$ cat config.mk
export PLATFORM = sky130hd
export DESIGN_NAME = cascade_counter
export DESIGN_NICKNAME = d
export VERILOG_FILES = /design/src/rtl/cascade_counter_pkg.sv /design/src/rtl/cnt_mode_sel.sv /design/src/rtl/cnt_incr.sv /design/src/rtl/cnt_term.sv /design/src/rtl/cascade_counter.sv
export SDC_FILE = /design/constraint.sdc
export NUM_CORES = 1
export LEC_CHECK = 0
export BUFFER_PORTS_ARGS = -buffer_cell sky130_fd_sc_hd__buf_2
export CAP_MARGIN = 10
export CORE_AREA = 2 2 39 41
export CTS_CLUSTER_SIZE = 25
export DETAILED_ROUTE_END_ITERATION = 6
export DIE_AREA = 0 0 41 43
export PLACE_DENSITY = 0.52
export SYNTH_ARGS = -nofsm -noshare
export SYNTH_HDL_FRONTEND = slang
export SYNTH_SLANG_ARGS = --single-unit
$ cat constraint.sdc
create_clock -name clk -period 1.35 [get_ports clk]
set_input_delay 0.3375 -clock clk [delete_from_list [all_inputs] [get_ports clk]]
set_output_delay 0.3375 -clock clk [all_outputs]
set_load 0.005 [all_outputs]
$ cat src/rtl/cascade_counter_pkg.sv
package cascade_counter_pkg;

   // Action taken at the next rising edge, listed by precedence.
   typedef enum logic [1:0] {
      MODE_CLEAR = 2'd0,
      MODE_LOAD  = 2'd1,
      MODE_COUNT = 2'd2,
      MODE_HOLD  = 2'd3
   } cnt_mode_e;

   // Increment structure variants.
   localparam int INC_ADDER  = 0;
   localparam int INC_TOGGLE = 1;

endpackage

$ cat src/rtl/cnt_mode_sel.sv
module cnt_mode_sel
   import cascade_counter_pkg::*;
(
   input  logic      clr_n,
   input  logic      ld_n,
   input  logic      en_a,
   input  logic      en_b,
   output cnt_mode_e mode
);

   // Fixed precedence: clear, then load, then count, then hold.
   always_comb begin
      if (!clr_n)            mode = MODE_CLEAR;
      else if (!ld_n)        mode = MODE_LOAD;
      else if (en_a && en_b) mode = MODE_COUNT;
      else                   mode = MODE_HOLD;
   end

endmodule

$ cat src/rtl/cnt_incr.sv
module cnt_incr
   import cascade_counter_pkg::*;
#(
   parameter int WIDTH     = 4,
   parameter int INC_STYLE = INC_TOGGLE
) (
   input  logic [WIDTH-1:0] cur,
   output logic [WIDTH-1:0] nxt
);

   localparam logic [WIDTH-1:0] ONE = WIDTH'(1);

   generate
      if (INC_STYLE == INC_ADDER) begin : g_adder
         // Plain adder; the carry out of the top bit is dropped, so the value wraps.
         assign nxt = cur + ONE;
      end else begin : g_toggle
         // Bit i toggles when every lower bit is one.
         logic [WIDTH-1:0] carry;
         for (genvar i = 0; i < WIDTH; i++) begin : g_bit
            if (i == 0) begin : g_lsb
               assign carry[i] = 1'b1;
            end else begin : g_up
               assign carry[i] = carry[i-1] & cur[i-1];
            end
            assign nxt[i] = cur[i] ^ carry[i];
         end
      end
   endgenerate

endmodule

$ cat src/rtl/cnt_term.sv
module cnt_term #(
   parameter int WIDTH = 4
) (
   input  logic [WIDTH-1:0] cur,
   input  logic             chain_en,
   output logic             tc
);

   // Combinational: the output follows chain_en with no clock in the path.
   assign tc = chain_en & (&cur);

endmodule

$ cat src/rtl/cascade_counter.sv
module cascade_counter
   import cascade_counter_pkg::*;
#(
   parameter int WIDTH     = 4,
   parameter int INC_STYLE = INC_TOGGLE
) (
   input  logic             clk,
   input  logic             sync_clr_n,
   input  logic             load_n,
   input  logic [WIDTH-1:0] data_in,
   input  logic             en_stage,
   input  logic             en_chain,
   output logic [WIDTH-1:0] count,
   output logic             term_cnt
);

   localparam logic [WIDTH-1:0] ZERO = '0;

   generate
      if (WIDTH < 1) begin : g_bad_width
         $error("cascade_counter: WIDTH must be at least 1");
      end
      if (INC_STYLE != INC_ADDER && INC_STYLE != INC_TOGGLE) begin : g_bad_style
         $error("cascade_counter: INC_STYLE must select a known variant");
      end
   endgenerate

   cnt_mode_e        mode;
   logic [WIDTH-1:0] state_q;
   logic [WIDTH-1:0] incr;

   cnt_mode_sel u_mode (
      .clr_n (sync_clr_n),
      .ld_n  (load_n),
      .en_a  (en_stage),
      .en_b  (en_chain),
      .mode  (mode)
   );

   cnt_incr #(
      .WIDTH     (WIDTH),
      .INC_STYLE (INC_STYLE)
   ) u_incr (
      .cur (state_q),
      .nxt (incr)
   );

   cnt_term #(
      .WIDTH (WIDTH)
   ) u_term (
      .cur      (state_q),
      .chain_en (en_chain),
      .tc       (term_cnt)
   );

   // No asynchronous reset: the state is undefined until the first clear.
   always_ff @(posedge clk) begin
      unique case (mode)
         MODE_CLEAR: state_q <= ZERO;
         MODE_LOAD:  state_q <= data_in;
         MODE_COUNT: state_q <= incr;
         default:    state_q <= state_q;
      endcase
   end

   assign count = state_q;

endmodule

# Yosys cells after proc, flatten, opt, wreduce, memory -nomap -nowiden
# Index checks and enable logic that the tools add are counted.
# word_totals
mem_count,0
rom_bits,0
latch_bits,0
mem_bits_rw,0
regBits,4
# op_classes
muxes,4
n_eq_ne,2
order_cmp,0
n_reduce_logical,4
n_mul,0
shifts,0
n_addsub,0
bitwise,7
n_div,0
# ops
cell,count
$pmux W4 S3,1
$mux W2,2
$reduce_and A4 Y1,1
$and A1 B1 Y1,3
$reduce_bool A3 Y1,1
$xor A1 B1 Y1,3
$eq A2 B1 Y1 const B,1
$eq A2 B2 Y1 const B,1
$logic_not A2 Y1,1
$logic_and A1 B1 Y1,1
$mux W1,1
$not A1 Y1,1

# Longest topological paths before layout
# Gate-level depths: netlist (run 1).
# depth
ltp_word,6
mapped_depth,4
mapped_depth_nobuf,4

# By module
# A second synthesis (run 1) with hierarchy kept.
# unflattened
cells_unflattened,28
area_unflattened_um2,281.5
# modules_own_cells
mod,seq_area_each_um2,cells_per_inst,instances,area_per_inst_um2
cascade_counter,120.1,18,1,214.0
cnt_incr,0.0,4,1,37.5
cnt_mode_sel,0.0,3,1,17.5
cnt_term,0.0,3,1,12.5

# Least setup slack after synthesis (run 1)
# OpenSTA, ideal clock, no wires.
# synth_timing
path_kind,register -> register
start,register state_q[0] (netlist: count[0])
end,register state_q[3] (netlist: count[3]) (data pin)
setup_time_ps,261
stages_incl_launch_ff,5
synth_period_minus_slack_ps,1275
required_time_ps,1089
path_slack_ps,75
n_path_buf,0
arrival_time_ps,1014
cell_sequence,edfxtp_1 > ha_1 > ha_1 > xnor2_1 > o21ai_0
# synth_via
elab_chain_len,4
# synth_lines
item,line,source
from (decl),cascade_counter.sv:29,logic [WIDTH-1:0] state_q;
from (signal assigned),cascade_counter.sv:60,MODE_LOAD: state_q <= data_in;
from (signal assigned),cascade_counter.sv:61,MODE_COUNT: state_q <= incr;
from (signal assigned),cascade_counter.sv:62,default: state_q <= state_q;
$and A1 B1 Y1 (2 in a row),cnt_incr.sv:24,assign carry[i] = carry[i-1] & cur[i-1];
$xor A1 B1 Y1,cnt_incr.sv:26,assign nxt[i] = cur[i] ^ carry[i];
$pmux W4 S3,cascade_counter.sv:58,unique case (mode)
# No other way between the ends.
# A chain may end at the register's enable or synchronous reset.

# Final worst setup path (run 1)
# layout_timing
start,register state_q[1] (netlist: count[1])
end,output port term_cnt
# layout_via
elab_chain_len,2
# layout_lines
item,line,source
$reduce_and A4 Y1,cnt_term.sv:10,assign tc = chain_en & (&cur);
$and A1 B1 Y1,cnt_term.sv:10,
to (decl),cascade_counter.sv:14,output logic term_cnt
# No other way between the ends.

==> results of run 1 <==
-- worst max-delay path: cells and delay by family (launching register included) --
| family | cells | cell delay, ps |
|---|---|---|
| and+or+nand+nor | 1 | 160 |
| adders and majority gates | 1 | 200 |
| DFF | 1 | 390 |
| buffers and inverters | 1 | 120 |
-- layout make-up --
type	instances	area share, %
multi-input combinational	18	35.18
sequential	4	31.27
timing repair buffer	15	22.48
clock buffer	3	5.863
tap	16	5.212
-- repair_timing --
action                                  CTS  global route
hold buffers                              0             0
endpoints found under the setup margin    1             3
pin swaps                                 0             1
resized for setup                         1             1
buffers inserted                          1             1
-- cell families (layout without fill, tap and decap cells) --
kind of cell	count (synthesis)	in the layout	synth area share (%)
compound gates	4	4	10.42
xor+xnor	1	1	3.318
fa+ha+maj	2	2	9.477
buf+inv	1	18	4.265
flops	4	4	45.50
simple gates	11	11	27.01
-- synth_stat cells --
master and count:
edfxtp_1 4, a21boi_1 3, nand2b_1 3, nand4_1 3, ha_1 2, and4_1 1
buf_6 1, nand2_1 1, nand3_1 1, nand3b_1 1, nand4b_1 1, o21ai_0 1
xnor2_1 1
-- through the flow --
step           instances  setup WS, ps  hold WS [ps]
6_report              56        -89.20         431.6
3_3_place_gp          52         73.44         679.3
3_5_place_dp          52         51.06         665.0
4_1_cts               56        -91.72         423.2
5_1_grt               56        -138.5         460.9
2_1_floorplan         23         74.97         555.3
-- how the worst min path moves through the flow --
stage               end  slack [ps]  cells after the start
2_1_floorplan  count[3]         560                      2
3_3_place_gp   count[3]         680                      3
3_5_place_dp   count[3]         660                      3
4_1_cts        count[3]         420                      3
5_1_grt        count[3]         460                      3
6_report       count[3]         430                      3
-- where the power goes --
group | internal (mW) | switching [mW]
Combinational | 0.0365 | 0.0285
Sequential | 0.149 | 0.00593
Clock | 0.0996 | 0.0505
Total | 0.285 | 0.0850
-- layer usage --
layer	part of all wire [%]	wire (um)	up-vias	GRT usage, %
met3	9.7	56	0	3.141
met4	0	0	0	8.000
met2	40	228	13	8.750
met1	51	292	108	12.34
li1	-	-	125	-
met5	0	0	-	0
==> impl_metrics.csv, run 1 <==
group,metric,value,unit
global_routing,overflow,0,
worst_setup_path,crit_path_start,"count[1]",
worst_setup_path,end_kind,"primary output",
place,place.gp.congestion,0.6948,
worst_setup_path,r2r_start,"count[1]",
pwr,power_per_cell_area,963.8,nW/um2
clock_tree,cts_root_buffer,"clkbuf_4",
worst_setup_path,cp_data_arrival_time,1100,ps
synthesis,ys_ff_latch,4,
detailed_routing,num_vias,246,
timing,report.final.slew_viol_count,0,
worst_setup_path,path_class,"flip-flop to primary output",
global_routing,antenna_found_initial,0,
synthesis,synthTopCellsByArea,"edfxtp_1, ha_1, a21boi_1, nand2b_1, nand4_1",
synthesis,netlist_area,264.0,um2
worst_setup_path,startpoint_type,"flip-flop",
cells_and_area,layout.nets,53,
clock_tree,cts_buffers,3,
worst_setup_path,rr_worst_depth,4,
synthesis,ys_seq_area_share,45.50,%
floorplanning,start_util,19.08,%
timing,tightestPinTransition,228.0,ps
worst_hold_path,hold_class,"primary input to flip-flop",
cells_and_area,largest_reg_flops,4,
clock_tree,clk_pin_slew,40,ps
synthesis,syn_inst,23,
timing,slew_headroom,84.76,%
timing,setup_tns,-89.20,ps
timing,fin_crit_sh,106.6,%
detailed_routing,drc,0,
worst_hold_path,hold_start,"data_in[3]",
cells_and_area,final_area,384.1,um2
worst_setup_path,endpoint,"term_cnt",
run_status,violations,"negative setup slack",
place,io_buffers,13,
cells_and_area,drive_gt1_share,47.50,%
cells_and_area,layout_commonest_cell,"buf_2",
synthesis,yosysTopAreaCellShare,45.50,%
worst_setup_path,rrSetupSlack,70,ps
worst_setup_path,slowest_stage,"edfxtp_1",
floorplanning,fp.dieW,41,um
timing,hold_viol_final,0,
pwr,p_leak,0.1727,nW
synthesis,synth_area_per_cell,11.48,um2
floorplanning,die_area,1763,um2
timing,period_needed,1439,ps
detailed_routing,post_drt_via_cell_ratio,4.393,
synthesis,syn_nets,34,
detailed_routing,first_iter_violations,0,
timing,rsz0062_at_grt,"yes",
worst_setup_path,r2r_end,"count[3]",
cells_and_area,multi_input_area,135.1,um2
floorplanning,io-pin-count,14,
clock_tree,clk_latency,230,ps
worst_setup_path,cpPeakStageDelay,390,ps
floorplanning,dieHeight,43,um
detailed_routing,dr.pass1.iters,1,
global_routing,track_usage,8.459,%
clock_tree,htree_levels,1,
synthesis,synth_cell_type_count,13,
worst_setup_path,critPathRequiredTime,1010,ps
cells_and_area,fin_util,27.76,%
detailed_routing,drt_wl_total,577,um
timing,max_freq,0.6948,GHz
cells_and_area,regArea,120.1,um2
timing,setup_ws,-89.20,ps
run_status,outcome,"finished, violations left",
detailed_routing,antenna_left,0,
floorplanning,rows,14,
timing,fin_skew,0.2983,ps
timing,finalSetupViolCount,1,
cells_and_area,n_fill_cell,149,
clock_tree,clock-sinks,4,
global_routing,grt_start_max_net_pins,10,
cells_and_area,diodes,0,
floorplanning,core_area,1384,um2
cells_and_area,area_delta_synth_final,45.50,%
pwr,worst_ir_drop_vdd,0.3516,mV
synthesis,ys_warn_count,0,
clock_tree,clock_path_buffers,2,
synthesis,yosysTopAreaCell,"edfxtp_1",
global_routing,grt_pass1_vias,242,
pwr,finalPower,370.2,uW
place,dpl_cell_area,345.3,um2
detailed_routing,wl_per_cell,10.30,um
global_routing,grt_pass1_wl,966,um
cells_and_area,final_cell_mix,"buf_2, edfxtp_1",
clock_tree,cts_tree,"built",
run,max-cap-violations,0,
worst_setup_path,worstPathMaxFanout,2,
worst_setup_path,worstPathCellList,"ha_2 -> and4_1 -> buf_2",
No activity file was read; power rests on OpenSTA's default activity.
==> run 2, diff against run 1 <==
--- a/config.mk
+++ b/config.mk
@@ -11,7 +11,8 @@
 export CTS_CLUSTER_SIZE = 25
 export DETAILED_ROUTE_END_ITERATION = 6
 export DIE_AREA = 0 0 41 43
-export PLACE_DENSITY = 0.52
+export PLACE_DENSITY = 0.53
 export SYNTH_ARGS = -nofsm -noshare
 export SYNTH_HDL_FRONTEND = slang
+export SYNTH_HIERARCHICAL = 1
 export SYNTH_SLANG_ARGS = --single-unit
==> run 2 against run 1 <==
  * The flow still finishes with violations (negative setup slack)
  * Clock skew about the same
  * Combinational power is 38% higher
  * Critical path depth rose by 2
  * Worst setup slack improved by 24 ps
  * First-iteration DRC count rose by 2
  * Die area unchanged
  * Clock-buffer cell count unchanged
  * Clock power down 5%
==> impl_metrics.csv, run 2 <==
group,metric,value,unit
run_status,outcome,"finished, violations left",
run_status,violations,"negative setup slack",
timing,rsz0062_at_grt,"yes",
clock_tree,cts_hold_buf,0,
global_routing,grt_pass1_vias,243,
worst_hold_path,hold_end,"count[2]",
cells_and_area,layout_commonest_cell,"buf_2",
worst_setup_path,cpPeakStageDelay,390,ps
place,hpwl,497.7,um
cells_and_area,final_area,445.4,um2
clock_tree,clock-sinks,4,
synthesis,ys.flop_type,"edfxtp_1",
timing,fin_skew,0.7133,ps
timing,finalSetupViolCount,2,
worst_hold_path,hold_class,"primary input to flip-flop",
floorplanning,dieHeight,43,um
timing,slew_headroom,88.17,%
timing,fin_crit_sh,104.8,%
synthesis,ys_seq_area_share,42.67,%
worst_setup_path,startpoint_type,"flip-flop",
floorplanning,core_area,1384,um2
worst_setup_path,rrSetupSlack,-20,ps
clock_tree,clock_path_buffers,2,
pwr,worst_ir_drop_vdd,0.2686,mV
cells_and_area,diodes,0,
floorplanning,fp.dieW,41,um
worst_setup_path,rr_worst_depth,5,
worst_setup_path,worstPathMaxFanout,3,
cells_and_area,n_fill_cell,150,
worst_setup_path,crit_family,"flip-flops",
worst_hold_path,hold_start,"data_in[2]",
global_routing,antenna_found_initial,0,
cells_and_area,layout.nets,65,
clock_tree,cts_tree,"built",
pwr,p_leak,0.2287,nW
worst_setup_path,crit_path_start,"count[0]",
pwr,power_per_cell_area,871.9,nW/um2
synthesis,syn_inst,28,
place,dpl_cell_area,401.6,um2
synthesis,synth_area_per_cell,10.05,um2
clock_tree,clk_pin_slew,30,ps
timing,timing.hold.ws,429.3,ps
synthesis,ys_ff_latch,4,
floorplanning,rows,14,
synthesis,synth_cell_type_count,10,
worst_setup_path,worstPathCellList,"buf_4 -> buf_6 -> nand3_2 -> nor2_1 -> buf_2",
detailed_routing,post_drt_via_cell_ratio,4.138,
cells_and_area,largest_reg_flops,4,
synthesis,netlist_top_cells_count,"ha_1, inv_1, nor2_1",
synthesis,synthTopCellsByArea,"edfxtp_1, ha_1, a22oi_1, inv_1, nor2_1",
detailed_routing,drc,0,
detailed_routing,drt_wl_total,593,um
cells_and_area,final_cell_mix,"buf_2, inv_1, nor2_1, edfxtp_1, buf_4",
timing,setup_ws,-65.03,ps
detailed_routing,first_iter_violations,2,
clock_tree,clk_latency,230,ps
timing,max_freq,0.7067,GHz
floorplanning,io-pin-count,14,
synthesis,syn_nets,42,
synthesis,synth_edf_count,4,
worst_setup_path,path_class,"flip-flop to primary output",
run,max-cap-violations,0,
clock_tree,htree_levels,1,
worst_setup_path,cp_data_arrival_time,1080,ps
global_routing,overflow,0,
detailed_routing,num_vias,269,
place,place.gp.congestion,0.6631,
detailed_routing,antenna_left,0,
place,io_buffers,13,
synthesis,netlist_area,281.5,um2
worst_hold_path,hold_depth,3,
cells_and_area,fin_util,32.19,%
timing,hold_viol_final,0,
clock_tree,cts_root_buffer,"clkbuf_4",
detailed_routing,wl_per_cell,9.123,um
place,place_ws,-83.99,ps
worst_setup_path,critPathRequiredTime,1010,ps
worst_setup_path,slowest_stage,"edfxtp_1",
floorplanning,start_util,20.34,%
worst_setup_path,end_kind,"primary output",
synthesis,synthArstFlopShare,0,%
floorplanning,die_area,1763,um2
global_routing,grt_start_max_net_pins,5,
worst_setup_path,crit_buf_inv,3,
global_routing,track_usage,7.669,%
detailed_routing,dr.pass1.iters,4,
cells_and_area,drive_gt1_share,53.06,%
worst_setup_path,r2r_start,"count[1]",
synthesis,yosysTopAreaCellShare,42.67,%
timing,tightestPinTransition,176.6,ps
synthesis,ys_warn_count,6,
worst_setup_path,r2r_end,"count[3]",
global_routing,grt_pass1_wl,862,um
cells_and_area,area_delta_synth_final,58.22,%
timing,period_needed,1415,ps
synthesis,yosysTopAreaCell,"edfxtp_1",
clock_tree,cts_buffers,3,
timing,report.final.slew_viol_count,0,
run 2: report_power, final:
group | switching, mW | internal [mW]
clock | 0.0426 | 0.0990
combinational | 0.0400 | 0.0500
sequential | 0.00675 | 0.150
run 2: per-stage QoR:
step	total power [mW]	setup TNS, ps	std cells
floorplan	0.1944	-26.20	28
global placement	0.2384	-250.8	61
detailed placement	0.2395	-306.5	61
CTS	0.3865	-63.31	64
global route	0.4136	-291.9	65
finish	0.3884	-89.56	65
run 2: cell type report:
cell class | instances | area (um2) | share of cell area [%]
Tap cell | 16 | 20.02 | 4.494
Inverter | 5 | 18.77 | 4.213
Clock buffer | 3 | 22.52 | 5.056
Multi-Input combinational cell | 19 | 157.7 | 35.39
Timing Repair Buffer | 18 | 106.4 | 23.88
Sequential cell | 4 | 120.1 | 26.97
run 2: how the worst max path moves through the flow:
stage | end | cells past startpoint
floorplan | count[3] | 5
global route | count[3] | 5
CTS | count[3] | 5
detailed placement | count[3] | 6
finish | term_cnt | 5
global placement | count[3] | 6
run 2: metal layers:
metal	vias to the layer above	share of wire (%)	global-route usage (%)
li1	139	-	-
met1	119	45	8.824
met2	11	46	10.63
met3	0	9.1	3.141
met4	0	0	6.000
met5	-	0	0
run 2: cells by family (layout without fill, tap and decap cells):
family | count (synthesis) | count (layout) | share of synthesized area (%)
AOI/OAI and AO/OA | 5 | 5 | 12.89
xor gates and xnor gates | 1 | 1 | 3.112
adders and majority gates | 5 | 5 | 22.22
buffers and inverters | 5 | 26 | 6.667
DFF | 4 | 4 | 42.67
and+or+nand+nor | 8 | 8 | 12.44
run 2: worst min-delay path, delay by kind of cell:
| family | cells | cell delay (ps) |
|---|---|---|
| AOI/OAI and AO/OA | 1 | 40 |
| buffers and inverters | 1 | 80 |
| and+or+nand+nor | 1 | 80 |
run 2: repair_timing:
item,in CTS,in global routing
resized for setup,0,3
pin swaps,0,1
buffers inserted,0,1
setup endpoints to repair,2,3
==> run 3, diff against run 2 <==
--- a/config.mk
+++ b/config.mk
@@ -11,7 +11,7 @@
 export CTS_CLUSTER_SIZE = 25
 export DETAILED_ROUTE_END_ITERATION = 6
 export DIE_AREA = 0 0 41 43
-export PLACE_DENSITY = 0.53
+export PLACE_DENSITY = 0.55
 export SYNTH_ARGS = -nofsm -noshare
 export SYNTH_HDL_FRONTEND = slang
 export SYNTH_HIERARCHICAL = 1
==> constraint.sdc (replaced) <==
create_clock -name clk -period 1.1 [get_ports clk]
set_input_delay 0.275 -clock clk [delete_from_list [all_inputs] [get_ports clk]]
set_output_delay 0.275 -clock clk [all_outputs]
set_load 0.005 [all_outputs]
==> run 3 against run 2 <==
  * The flow still finishes with violations (negative setup slack)
  * Global-route usage grew 0.51 points
  * Sequential cell count is the same
  * First-iteration DRC count grew to 3.5 times the previous value
  * Register-to-register slack lost 280 ps
  * Final cell count shrank 3.1%
  * Sequential power grew 24%
  * Core utilization grew 1.9 points
  * Largest cell class unchanged
  * Sequential share of layout area shrank 1.5 points
  * Combinational power grew 34%
  * Clock skew grew 1.5 ps
  * Total power grew 26%
==> impl_metrics.csv, run 3 (synthesis results as in run 2) <==
group,metric,value,unit
run_status,outcome,"finished, violations left",
run_status,violations,"negative setup slack",
detailed_routing,drc,0,
cells_and_area,layout.nets,63,
clock_tree,clock_path_buffers,2,
pwr,p_int,370.2,uW
cells_and_area,layout_commonest_cell,"buf_2",
clock_tree,cts_tree,"built",
floorplanning,io-pin-count,14,
place,place_ws,-327.0,ps
global_routing,grt_pass1_wl,966,um
clock_tree,clk_pin_slew,40,ps
floorplanning,fp.dieW,41,um
timing,timing.hold.ws,371.0,ps
detailed_routing,num_vias,271,
worst_setup_path,end_kind,"flip-flop",
pwr,swShare,24.47,%
pwr,switching_power,119.9,uW
timing,fin_crit_sh,127.2,%
place,hpwl,540.3,um
pwr,power_per_cell_area,1039,nW/um2
clock_tree,clock-sinks,4,
worst_setup_path,critPathRequiredTime,1080,ps
worst_hold_path,hold_class,"primary input to flip-flop",
global_routing,grt_pass1_vias,267,
global_routing,antenna_found_initial,0,
clock_tree,cts_root_buffer,"clkbuf_4",
floorplanning,die_area,1763,um2
place,dpl_cell_area,431.7,um2
pwr,clock_power_share,35.8,%
timing,max_freq,0.7149,GHz
clock_tree,htree_levels,1,
cells_and_area,diodes,0,
global_routing,grt_start_max_net_pins,5,
floorplanning,rows,14,
pwr,pwr-share-seq,39.6,%
timing,finalSetupViolCount,6,
detailed_routing,first_iter_violations,7,
place,io_buffers,13,
worst_setup_path,crit_family,"flip-flops",
timing,rsz0062_at_grt,"yes",
worst_setup_path,worstPathCellList,"ha_2 -> ha_4 -> xor2_1 -> a22oi_1 -> nor2_1",
worst_setup_path,cp_data_arrival_time,1380,ps
clock_tree,cts_buffers,3,
worst_setup_path,slowest_stage,"edfxtp_1",
timing,period_needed,1399,ps
timing,report.final.slew_viol_count,0,
floorplanning,start_util,20.34,%
worst_setup_path,path_class,"flip-flop to flip-flop",
run,max-cap-violations,0,
cells_and_area,largest_reg_flops,4,
cells_and_area,final_area,471.7,um2
floorplanning,dieHeight,43,um
worst_setup_path,cpPeakStageDelay,380,ps
pwr,p_leak,0.2173,nW
timing,setup_ws,-298.8,ps
place,place.gp.congestion,0.6741,
timing,fin_skew,2.202,ps
detailed_routing,antenna_left,0,
worst_setup_path,crit_buf_inv,0,
pwr,worst_ir_drop_vdd,0.4244,mV
timing,tightestPinTransition,185.1,ps
detailed_routing,drt_wl_total,630,um
timing,hold_viol_final,0,
worst_setup_path,startpoint_type,"flip-flop",
timing,slew_headroom,87.66,%
global_routing,track_usage,8.182,%
floorplanning,core_area,1384,um2
pwr,finalPower,490.2,uW
detailed_routing,post_drt_via_cell_ratio,4.302,
detailed_routing,wl_per_cell,10.00,um
clock_tree,clk_latency,230,ps
cells_and_area,area_delta_synth_final,67.56,%
worst_setup_path,worstPathMaxFanout,2,
cells_and_area,drive_gt1_share,61.70,%
global_routing,overflow,0,
cells_and_area,final_cell_mix,"buf_2, nor2_1, inv_1, edfxtp_1",
pwr,comb_power_share,24.6,%
detailed_routing,dr.pass1.iters,4,
run 3: layer usage:
layer | GRT usage [%] | part of all wire [%]
met1 | 9.180 | 43
met2 | 12.50 | 48
met3 | 3.665 | 8.1
met4 | 4.000 | 0.79
met5 | 0 | 0
run 3: power groups by stage:
stage / clock (mW) / combinational, mW / sequential (mW)
2_1_floorplan: 0 / 0.0518 / 0.200
3_3_place_gp: 0 / 0.112 / 0.197
3_5_place_dp: 0 / 0.111 / 0.197
4_1_cts: 0.178 / 0.122 / 0.195
5_1_grt: 0.191 / 0.134 / 0.197
6_report: 0.175 / 0.121 / 0.194
run 3: worst reg2reg max path, cell delays in order, from the launching register on:
cell and delay (ps):
edfxtp_1 380, ha_2 210, ha_4 150, xor2_1 150, a22oi_1 200, nor2_1 70
run 3: per-stage QoR:
stage	std cells	utilization, %	setup TNS, ps
2_1_floorplan	28	-	-573.2
3_3_place_gp	60	31.19	-1533
3_5_place_dp	60	31.19	-1634
4_1_cts	63	34.09	-792.8
5_1_grt	63	34.09	-1168
6_report	63	34.09	-759.5
run 3: worst paths after layout:
| check | startpoint | end | slack (ps) | cells after the start |
|---|---|---|---|---|
| worst max-delay path | count[1] | count[3] | -300 | 5 |
| worst min register to register | count[0] | count[1] | 760 | 3 |
| worst max register to register | count[1] | count[3] | -300 | 5 |
| worst min-delay path | data_in[1] | count[1] | 370 | 3 |
run 3: timing repair:
action,in CTS,in global routing
endpoints found under the setup margin,8,8
setup buffers,1,0
hold buffers,0,0
pin swaps,2,2
resized for setup,4,0
endpoints found under the hold margin,0,0
run 3: final cells by class:
type / instances / area, um2
Clock buffer: 3 / 22.52
Timing Repair Buffer: 16 / 87.58
Multi-Input combinational cell: 19 / 202.7
Tap cell: 16 / 20.02
Inverter: 5 / 18.77
Sequential cell: 4 / 120.1
Fill cell: 141 / 912.1
